`src/rtl/i2c_txq_pkg.sv`:
```
package i2c_txq_pkg;
    typedef enum logic [1:0] {
        DR_IDLE = 2'd0,
        DR_SEND = 2'd1,
        DR_HALT = 2'd2
    } drain_st_e;

    localparam int ISR_NOACK   = 0;
    localparam int ISR_DRAINED = 1;
    localparam int ISR_OVF     = 2;
    localparam int CTL_HALT    = 3;
    localparam int CTL_EN      = 6;
    localparam int FST_EMPTY   = 4;
endpackage

```
`src/rtl/txq_store.sv`:
```
module txq_store #(
    parameter int DEPTH = 64,
    parameter int DW    = 8
) (
    input  logic          clk,
    input  logic          rst_n,
    input  logic          flush,
    input  logic          push,
    input  logic [DW-1:0] din,
    input  logic          pop,
    output logic [DW-1:0] head,
    output logic          empty,
    output logic          full,
    output logic          last_one,
    output logic          ovf_evt
);
    localparam int AW = $clog2(DEPTH);
    localparam int CW = AW + 1;

    typedef struct packed {
        logic [CW-1:0] wr;
        logic [CW-1:0] rd;
    } ptr_t;

    ptr_t          s_q, s_d;
    logic [DW-1:0] mem [DEPTH];
    logic [CW-1:0] fill;
    logic          do_push;

    assign fill     = s_q.wr - s_q.rd;
    assign full     = (fill == CW'(DEPTH));
    assign empty    = (fill == '0);
    assign last_one = (fill == CW'(1));
    assign do_push  = push && !full && !flush;
    assign ovf_evt  = push && full && !flush;
    assign head     = mem[s_q.rd[AW-1:0]];

    always_comb begin
        s_d = s_q;
        if (flush) begin
            s_d = '0;
        end else begin
            if (do_push)       s_d.wr = s_q.wr + CW'(1);
            if (pop && !empty) s_d.rd = s_q.rd + CW'(1);
        end
    end

    always_ff @(posedge clk or negedge rst_n) begin
        if (!rst_n) s_q <= '0;
        else        s_q <= s_d;
    end

    always_ff @(posedge clk) begin
        if (do_push) mem[s_q.wr[AW-1:0]] <= din;
    end

    AST_NO_OVERFLOW: assert property (@(posedge clk) disable iff (!rst_n)
        fill <= CW'(DEPTH));
    AST_FLUSH_EMPTY: assert property (@(posedge clk) disable iff (!rst_n)
        flush |=> empty);
    AST_FULL_DROP: assert property (@(posedge clk) disable iff (!rst_n)
        (push && full && !flush && !pop) |=> full);
endmodule

```
`src/rtl/txq_drain.sv`:
```
module txq_drain
    import i2c_txq_pkg::*;
(
    input  logic clk,
    input  logic rst_n,
    input  logic enable,
    input  logic flush,
    input  logic empty,
    input  logic last_one,
    input  logic byte_done,
    input  logic byte_nak,
    output logic byte_req,
    output logic pop,
    output logic halted,
    output logic nak_evt,
    output logic drained_evt
);
    typedef struct packed {
        drain_st_e st;
    } drain_t;

    drain_t r_q, r_d;

    always_comb begin
        r_d         = r_q;
        pop         = 1'b0;
        nak_evt     = 1'b0;
        drained_evt = 1'b0;
        case (r_q.st)
            DR_IDLE: begin
                if (enable && !empty && !flush) r_d.st = DR_SEND;
            end
            DR_SEND: begin
                if (flush) begin
                    r_d.st = DR_IDLE;
                end else if (byte_done) begin
                    pop = 1'b1;
                    if (byte_nak) begin
                        nak_evt = 1'b1;
                        r_d.st  = DR_HALT;
                    end else begin
                        drained_evt = last_one;
                        r_d.st      = DR_IDLE;
                    end
                end
            end
            DR_HALT: begin
                if (flush) r_d.st = DR_IDLE;
            end
            default: r_d.st = DR_IDLE;
        endcase
    end

    always_ff @(posedge clk or negedge rst_n) begin
        if (!rst_n) r_q <= '{st: DR_IDLE};
        else        r_q <= r_d;
    end

    assign byte_req = (r_q.st == DR_SEND);
    assign halted   = (r_q.st == DR_HALT);

    AST_HALT_QUIET: assert property (@(posedge clk) disable iff (!rst_n)
        halted |-> !byte_req);
    AST_NAK_HALT: assert property (@(posedge clk) disable iff (!rst_n)
        (byte_req && byte_done && byte_nak && !flush) |=> (halted && !byte_req));
    AST_EN_GATE: assert property (@(posedge clk) disable iff (!rst_n)
        (!enable && !byte_req) |=> !byte_req);
endmodule

```
`src/rtl/txq_regs.sv`:
```
module txq_regs
    import i2c_txq_pkg::*;
(
    input  logic       clk,
    input  logic       rst_n,
    input  logic       ctl_wr,
    input  logic [7:6] ctl_wbits,
    input  logic       isr_wr,
    input  logic [2:0] isr_clr,
    input  logic       nak_evt,
    input  logic       drained_evt,
    input  logic       ovf_evt,
    input  logic       halted,
    input  logic       empty,
    output logic       enable,
    output logic       flush,
    output logic [7:0] ctl_rdata,
    output logic [7:0] isr_rdata,
    output logic [7:0] fstat_rdata
);
    typedef struct packed {
        logic       en;
        logic [2:0] isr;
    } regs_t;

    regs_t g_q, g_d;
    logic [2:0] set_v;

    assign set_v = {ovf_evt, drained_evt, nak_evt};
    assign flush = ctl_wr && ctl_wbits[7];

    always_comb begin
        g_d = g_q;
        if (ctl_wr) g_d.en = ctl_wbits[6];
        if (isr_wr) g_d.isr = g_q.isr & ~isr_clr;
        g_d.isr = g_d.isr | set_v;
    end

    always_ff @(posedge clk or negedge rst_n) begin
        if (!rst_n) g_q <= '0;
        else        g_q <= g_d;
    end

    assign enable = g_q.en;

    always_comb begin
        ctl_rdata              = '0;
        ctl_rdata[CTL_EN]      = g_q.en;
        ctl_rdata[CTL_HALT]    = halted;
        isr_rdata              = '0;
        isr_rdata[ISR_NOACK]   = g_q.isr[0];
        isr_rdata[ISR_DRAINED] = g_q.isr[1];
        isr_rdata[ISR_OVF]     = g_q.isr[2];
        fstat_rdata            = '0;
        fstat_rdata[FST_EMPTY] = empty;
    end

    AST_CLR_W1C: assert property (@(posedge clk) disable iff (!rst_n)
        (isr_wr && isr_clr[0] && !nak_evt) |=> !isr_rdata[ISR_NOACK]);
    AST_FLAG_HOLD: assert property (@(posedge clk) disable iff (!rst_n)
        (isr_rdata[ISR_NOACK] && !isr_wr) |=> isr_rdata[ISR_NOACK]);
    AST_NAK_FLAG: assert property (@(posedge clk) disable iff (!rst_n)
        nak_evt |=> (isr_rdata[ISR_NOACK] && ctl_rdata[CTL_HALT]));
endmodule

```
`src/rtl/i2c_txq.sv`:
```
module i2c_txq #(
    parameter int DEPTH = 64,
    parameter int DW    = 8
) (
    input  logic          clk,
    input  logic          rst_n,
    input  logic          dat_wr,
    input  logic [DW-1:0] dat_byte,
    input  logic          ctl_wr,
    input  logic [7:6]    ctl_wbits,
    input  logic          isr_wr,
    input  logic [2:0]    isr_clr,
    output logic [7:0]    ctl_rdata,
    output logic [7:0]    isr_rdata,
    output logic [7:0]    fstat_rdata,
    output logic          tx_req,
    output logic [DW-1:0] tx_byte,
    input  logic          tx_done,
    input  logic          tx_nak
);
    logic enable, flush, empty, full, last_one, ovf_evt;
    logic pop, halted, nak_evt, drained_evt;

    txq_store #(.DEPTH(DEPTH), .DW(DW)) u_store (
        .clk(clk), .rst_n(rst_n), .flush(flush), .push(dat_wr), .din(dat_byte),
        .pop(pop), .head(tx_byte), .empty(empty), .full(full),
        .last_one(last_one), .ovf_evt(ovf_evt)
    );

    txq_drain u_drain (
        .clk(clk), .rst_n(rst_n), .enable(enable), .flush(flush), .empty(empty),
        .last_one(last_one), .byte_done(tx_done), .byte_nak(tx_nak),
        .byte_req(tx_req), .pop(pop), .halted(halted), .nak_evt(nak_evt),
        .drained_evt(drained_evt)
    );

    txq_regs u_regs (
        .clk(clk), .rst_n(rst_n), .ctl_wr(ctl_wr), .ctl_wbits(ctl_wbits),
        .isr_wr(isr_wr), .isr_clr(isr_clr), .nak_evt(nak_evt),
        .drained_evt(drained_evt), .ovf_evt(ovf_evt), .halted(halted),
        .empty(empty), .enable(enable), .flush(flush), .ctl_rdata(ctl_rdata),
        .isr_rdata(isr_rdata), .fstat_rdata(fstat_rdata)
    );

    AST_DRAIN_EMPTY: assert property (@(posedge clk) disable iff (!rst_n)
        (fstat_rdata[4] && !dat_wr) |=> (fstat_rdata[4] && !tx_req));
    AST_FULL_NOT_EMPTY: assert property (@(posedge clk) disable iff (!rst_n)
        full |-> !fstat_rdata[4]);
endmodule

```
`config.mk`:
```
export PLATFORM = sky130hd
export DESIGN_NAME = i2c_txq
export DESIGN_NICKNAME = d
export VERILOG_FILES = /design/src/rtl/i2c_txq_pkg.sv /design/src/rtl/txq_store.sv /design/src/rtl/txq_drain.sv /design/src/rtl/txq_regs.sv /design/src/rtl/i2c_txq.sv
export SDC_FILE = /design/constraint.sdc
export NUM_CORES = 1
export LEC_CHECK = 0
export CORE_UTILIZATION = 45
export CTS_BUF_LIST = sky130_fd_sc_hd__clkbuf_8 sky130_fd_sc_hd__clkbuf_16
export DETAILED_ROUTE_END_ITERATION = 10
export DONT_BUFFER_PORTS = 1
export SYNTH_ARGS = -nofsm -noshare
export SYNTH_HDL_FRONTEND = slang
export SYNTH_HIERARCHICAL = 1
export SYNTH_SLANG_ARGS = --single-unit
export TNS_END_PERCENT = 5
```
`constraint.sdc`:
```
create_clock -name clk -period 5.5 [get_ports clk]
set_input_delay 1.1 -clock clk [delete_from_list [all_inputs] [get_ports clk]]
set_output_delay 1.1 -clock clk [all_outputs]
set_load 0.1 [all_outputs]
```
==> flow_metrics.tcl, run 1 <==
set metrics [dict create \
    status "finished with violations" \
    failed_checks "DRC" \
    grt_pass1_wl_microns 69500 \
    powerDensity_nw_per_um2 443 \
    critPathBufInv 2 \
    hold_class "in2async" \
    grt_pass1_vias 10300 \
    detail_route.vias_per_cell 5.83 \
    yosysSeqAreaShare_pct 74.0 \
    ios 53 \
    cts_tree "built" \
    grt_overflow 0 \
    dieWidth_microns 220 \
    h-tree-depth 2 \
    peakVddDrop_v 0.000288 \
    path_clk_slew_ps 70 \
    period_minus_slack_ps 5040 \
    period_share_pct 91.6 \
    ys.warnings.count 6 \
    root_buffer "clkbuf_16" \
    finalNetCount 1085 \
    num_vias 9947 \
    critical_path_required_ps 4400 \
    syn_area_sq_um 21500 \
    endpoint_kind "primary output" \
    core_sq_um 46800 \
    clock_path_buffers 3 \
    finalClockSkew_ps 25.9 \
    postCtsSetupBuffers 0 \
    hold_buffers 0 \
    fmax_mhz 198 \
    finalMaxSlewViolations 0 \
    drcViolationCount 12 \
    final_area_sq_um 23900 \
    wire_per_inst_microns 27.2 \
    rsz0062_at_grt "false" \
    std_cell_rows 79 \
    worst-setup-path-type "reg2out" \
    io_buffer_count 0 \
    critPathMaxStageDelay_ps 770 \
    cts.sinks 532 \
    ys.flop_type "edfxtp_1" \
    path_cells "buf_4 > mux4_2 > mux4_2 > o22ai_1 > a31oi_2 > buf_4" \
    async_reset_ff_share_pct 3.76 \
    hold_viol 0 \
    drt_first_iter_violations 675 \
    grtUsageTotal_pct 20.2 \
    cts_resized 0 \
    tightest_slew_ps 1050 \
    synthCells 1028 \
    clk_latency_ps 610 \
    max_slew_margin_pct 29.6 \
    routed_wl_microns 46500 \
    dr.pass1.iters 8 \
    cap_violations 0 \
    synth_cell_types 69 \
    final-setup-viol-count 0 \
    synth_area_per_cell_sq_um 20.9 \
    post-dp-hpwl_microns 28300 \
    gp_congestion 0.813 \
    critPathSlowestCell "dfrtp_4" \
    drive_gt1_share_pct 26.6 \
    antenna_found_initial 0 \
    placed_area_sq_um 22200 \
    dieHeight_microns 220 \
    area_growth_pct 11.2 \
    grt_max_degree 119 \
    p_leak_nw 7.52 \
    die_area_sq_um 48500 \
    crit_family "multiplexers" \
    synth_edf_count 512 \
    cts-buffers-inserted 51 \
    worstSetupStartpointType "flip-flop" \
    tns_ps 0 \
    arrival_ps 3940 \
    ant_nets 0 \
    start_util_pct 45.9 \
    ys_ff_latch 532 \
    path_max_fanout 30 \
]
## logic make-up (layout without fill, tap and decap cells)
kind of cell,after synthesis,count (layout),share of synthesized area (%)
multiplexers,174,174,17.2
buffers and inverters,89,143,2.24
AO/OA/AOI/OAI,51,51,1.97
flip-flops,532,532,74.0
XOR/XNOR,4,4,0.163
other,1,19,0.0175
adder cells (fa/ha/maj),9,9,0.560
AND/OR/NAND/NOR,168,168,3.90
## metal layers
layer | wire (microns) | vias to the layer above | share of wire [%] | track usage [%]
met5 | 0 | - | 0 | 0
met4 | 2080 | 0 | 4.5 | 8.90
met3 | 2640 | 100 | 5.7 | 4.49
met2 | 22600 | 294 | 49 | 32.2
met1 | 19200 | 5275 | 41 | 26.7
li1 | - | 4278 | - | -
## state kept, by name (all words and copies together) (netlist names)
register,flops
u_regs/isr_rdata,3
u_store/mem,512
u_regs/enable,1
u_drain/r_q,2
u_store/s_q,14
## layout by cell type (no fill, tap or decap), drive strengths merged, types with 4 or more instances in the layout
master / n
edfxtp: 512
mux4: 154
nor2: 84
clkbuf: 54
buf: 32
clkinv: 28
inv: 22
dfrtp: 20
nand2: 19
conb: 18
mux2i: 14
nand3: 11
or3: 9
ha: 8
bufinv: 6
a221oi: 6
o21a: 6
a221o: 6
mux2: 6
a21oi: 5
nand4: 5
o21ai: 5
nand2b: 4
and2: 4
o22ai: 4
a211oi: 4
nor3: 4
or2: 4
## area by class of cell
class / count / area (sq um)
fill: 3639 / 22900
sequential: 532 / 15900
multi-input combinational: 424 / 5180
clock buffer: 53 / 1330
tap: 607 / 759
clock inverter: 43 / 355
timing repair buffer: 33 / 290
inverter: 14 / 52.6
antenna: 1 / 2.50
## where the power goes
group / internal [W] / switching (W) / total [W]
Combinational: 0.00101 / 0.00136 / 0.00237
Sequential: 0.00452 / 0.000171 / 0.00469
Clock: 0.00203 / 0.00147 / 0.00350
## cells in the mapped netlist, types with 4 or more instances
cell      count  share of area, %
nand3_1      11              0.26
mux4_2      154                16
mux2_2        5              0.26
buf_4        24              0.84
nor3_1        4             0.093
dfrtp_1      20               2.3
nand2_1      19              0.33
buf_2        18              0.42
buf_1         6              0.10
mux2i_1      14              0.65
a221o_1       6              0.28
clkbuf_1     23              0.40
o21ai_1       4             0.093
ha_1          8              0.47
nand2b_1      4              0.12
o21a_1        6              0.21
or3_1         8              0.23
nand4_1       5              0.15
nor2_1       83               1.5
inv_1        10              0.17
a221oi_1      6              0.24
edfxtp_1    512                72
a21oi_1       5              0.12
## through the flow
stage | setup slack, ps | util [%] | total power (W) | std cells | hold WS (ps)
detailed placement | 986 | 47.4 | 0.00717 | 1610 | 509
floorplan | 981 | - | 0.00659 | 1045 | 458
CTS | 410 | 51.0 | 0.0107 | 1706 | 152
finish | 460 | 51.0 | 0.0106 | 1707 | 181
global placement | 1050 | 47.4 | 0.00717 | 1610 | 498
global route | 335 | 51.0 | 0.0109 | 1706 | 158
## worst paths after layout
check / start / to / slack, ps / depth (start not counted)
setup / recovery: u_store/s_q[0]$_DFFE_PN0P_ / tx_byte[3] / 460 / 6
min in group clk: u_drain/r_q[1]$_DFFE_PN0P_ / u_drain/r_q[0]$_DFFE_PN0P_ / 520 / 1
setup reg to reg: u_store/s_q[0]$_DFFE_PN0P_ / u_store/mem[8][2]$_DFFE_PP_ / 960 / 10
hold / removal: rst_n / u_regs/enable$_DFFE_PN0P_ / 180 / 0
hold reg to reg: u_drain/r_q[1]$_DFFE_PN0P_ / u_drain/r_q[0]$_DFFE_PN0P_ / 520 / 1
max in group asynchronous: rst_n / u_store/s_q[9]$_DFFE_PN0P_ / 5220 / 0
Power figures use the tool's default switching activity.
==> inputs of run 2 (changes only) <==
- RECOVER_POWER: default -> 50
==> run 2 against run 1 <==
The flow still finishes with violations (DRC). Via count is essentially flat. Die area did not move. Clock power barely moved. Worst hold slack about the same. Largest power group unchanged. Power barely moved.
==> flow_metrics.tcl, run 2 (synthesis gave the netlist of run 1 again) <==
set metrics [dict create \
    grtUsageTotal_pct 20.2 \
    clkPwrFrac_pct 33.1 \
    period_share_pct 91.6 \
    final_common_cell "edfxtp_1" \
    path_max_fanout 30 \
    max_slew_margin_pct 7.52 \
    dieHeight_microns 220 \
    die_area_sq_um 48500 \
    final_core_util_pct 51.0 \
    stdcell_count 1707 \
    h-tree-depth 2 \
    cap_violations 0 \
    ant_nets 0 \
    cts_tree "built" \
    peakVddDrop_v 0.000288 \
    arrival_ps 3940 \
    routed_wl_microns 46500 \
    dr.pass1.iters 10 \
    largest_register_ffs 512 \
    clk_latency_ps 610 \
    postCtsSetupBuffers 0 \
    path_cells "buf_4 > mux4_2 > mux4_2 > o22ai_1 > a31oi_2 > buf_4" \
    worstSetupStartpointType "flip-flop" \
    gp_congestion 0.813 \
    finalNetCount 1085 \
    dp_cells 1610 \
    placed_area_sq_um 22200 \
    final_area_sq_um 23800 \
    endpoint_kind "primary output" \
    dieWidth_microns 220 \
    finalClockSkew_ps 25.8 \
    hold_viol 0 \
    drive_gt1_share_pct 26.4 \
    powerDensity_nw_per_um2 443 \
    critPathSlowestCell "dfrtp_4" \
    status "finished with violations" \
    fmax_mhz 198 \
    final-setup-viol-count 0 \
    worst-setup-path-type "reg2out" \
    setup_ws_ps 461 \
    wire_per_inst_microns 27.2 \
    detail_route.vias_per_cell 5.83 \
    post-dp-hpwl_microns 28300 \
    fillers 3639 \
    period_minus_slack_ps 5040 \
    p_leak_nw 7.51 \
    cts_resized 0 \
    antenna_found_initial 0 \
    std_cell_rows 79 \
    critPathMaxStageDelay_ps 770 \
    critical_path_required_ps 4400 \
    switching_share_pct 28.4 \
    area_growth_pct 11.2 \
    core_sq_um 46800 \
    hold_class "in2async" \
    pre_cts_ws_ps 986 \
    drcViolationCount 12 \
    finalMaxSlewViolations 0 \
    comb_power_share_pct 22.5 \
    num_vias 9945 \
    cts-buffers-inserted 51 \
    rsz0062_at_grt "false" \
    grt_max_degree 119 \
    hold_buffers 0 \
    switching_power_w 0.00300 \
    io_buffer_count 0 \
    path_clk_slew_ps 70 \
    grt_pass1_wl_microns 69500 \
    drt_first_iter_violations 675 \
    tightest_slew_ps 1390 \
    failed_checks "DRC" \
    grt_pass1_vias 10300 \
    root_buffer "clkbuf_16" \
    tns_ps 0 \
    final_cell_mix "edfxtp_1, mux4_2, nor2_1, clkbuf_16, buf_4" \
    start_util_pct 45.9 \
    ios 53 \
    grt_overflow 0 \
    intPower_w 0.00756 \
    seq_power_share_pct 44.4 \
    cts.sinks 532 \
    clock_path_buffers 3 \
]
==> run 2: cell types whose count changed in the layout (fill, tap and decap cells not counted) <==
| cell | delta |
|---|---|
| mux2_1 | +1 |
| and2_2 | -1 |
| and2_0 | +2 |
| and2_1 | -1 |
| mux2_4 | -1 |
==> run 2: final timing paths <==
check	start	endpoint	slack, ps	cells after the start
worst max-delay path	u_store/s_q[0]$_DFFE_PN0P_	tx_byte[3]	460	6
worst min-delay path	rst_n	u_regs/enable$_DFFE_PN0P_	180	0
worst max register to register	u_store/s_q[0]$_DFFE_PN0P_	u_store/mem[8][2]$_DFFE_PP_	960	10
worst min register to register	u_drain/r_q[1]$_DFFE_PN0P_	u_drain/r_q[0]$_DFFE_PN0P_	520	1
max in group asynchronous	rst_n	u_store/s_q[9]$_DFFE_PN0P_	5220	0
min in group clk	u_drain/r_q[1]$_DFFE_PN0P_	u_drain/r_q[0]$_DFFE_PN0P_	520	1
==> run 2: through the flow <==
| stage | hold slack, ps | total power, W |
|---|---|---|
| after CTS | 152 | 0.0107 |
| final | 182 | 0.0106 |
| after global placement | 498 | 0.00717 |
| after global routing | 158 | 0.0109 |
| after floorplan | 458 | 0.00659 |
| after detailed placement | 509 | 0.00717 |
==> run 2: routing by layer <==
metal	vias up	global-route usage [%]	part of all wire (%)
li1	4278	-	-
met1	5272	26.7	41
met5	-	0	0
met4	0	8.90	4.5
met3	100	4.49	5.8
met2	295	32.2	49
==> run 2: area by class of cell <==
type | instances | area [sq um] | area share (%)
Sequential cell | 532 | 15900 | 66.6
Multi-Input combinational cell | 424 | 5180 | 21.7
Clock buffer | 53 | 1330 | 5.56
Tap cell | 607 | 759 | 3.18
Clock inverter | 43 | 355 | 1.49
Timing Repair Buffer | 33 | 290 | 1.22
Inverter | 14 | 52.6 | 0.220
Antenna cell | 1 | 2.50 | 0.0105
==> run 2: worst max-delay path: cells and delay by family (launching register included) <==
family | cells | cell delay (ps)
multiplexers | 2 | 1150
AO/OA/AOI/OAI | 2 | 460
flip-flops | 1 | 770
buffers and inverters | 2 | 880
==> run 2: power by group through the flow <==
stage / registers (W) / clock network, W / logic [W]
finish: 0.00469 / 0.00350 / 0.00237
global route: 0.00470 / 0.00372 / 0.00250
CTS: 0.00469 / 0.00359 / 0.00240
detailed placement: 0.00478 / 0 / 0.00239
global placement: 0.00478 / 0 / 0.00239
floorplan: 0.00468 / 0 / 0.00192
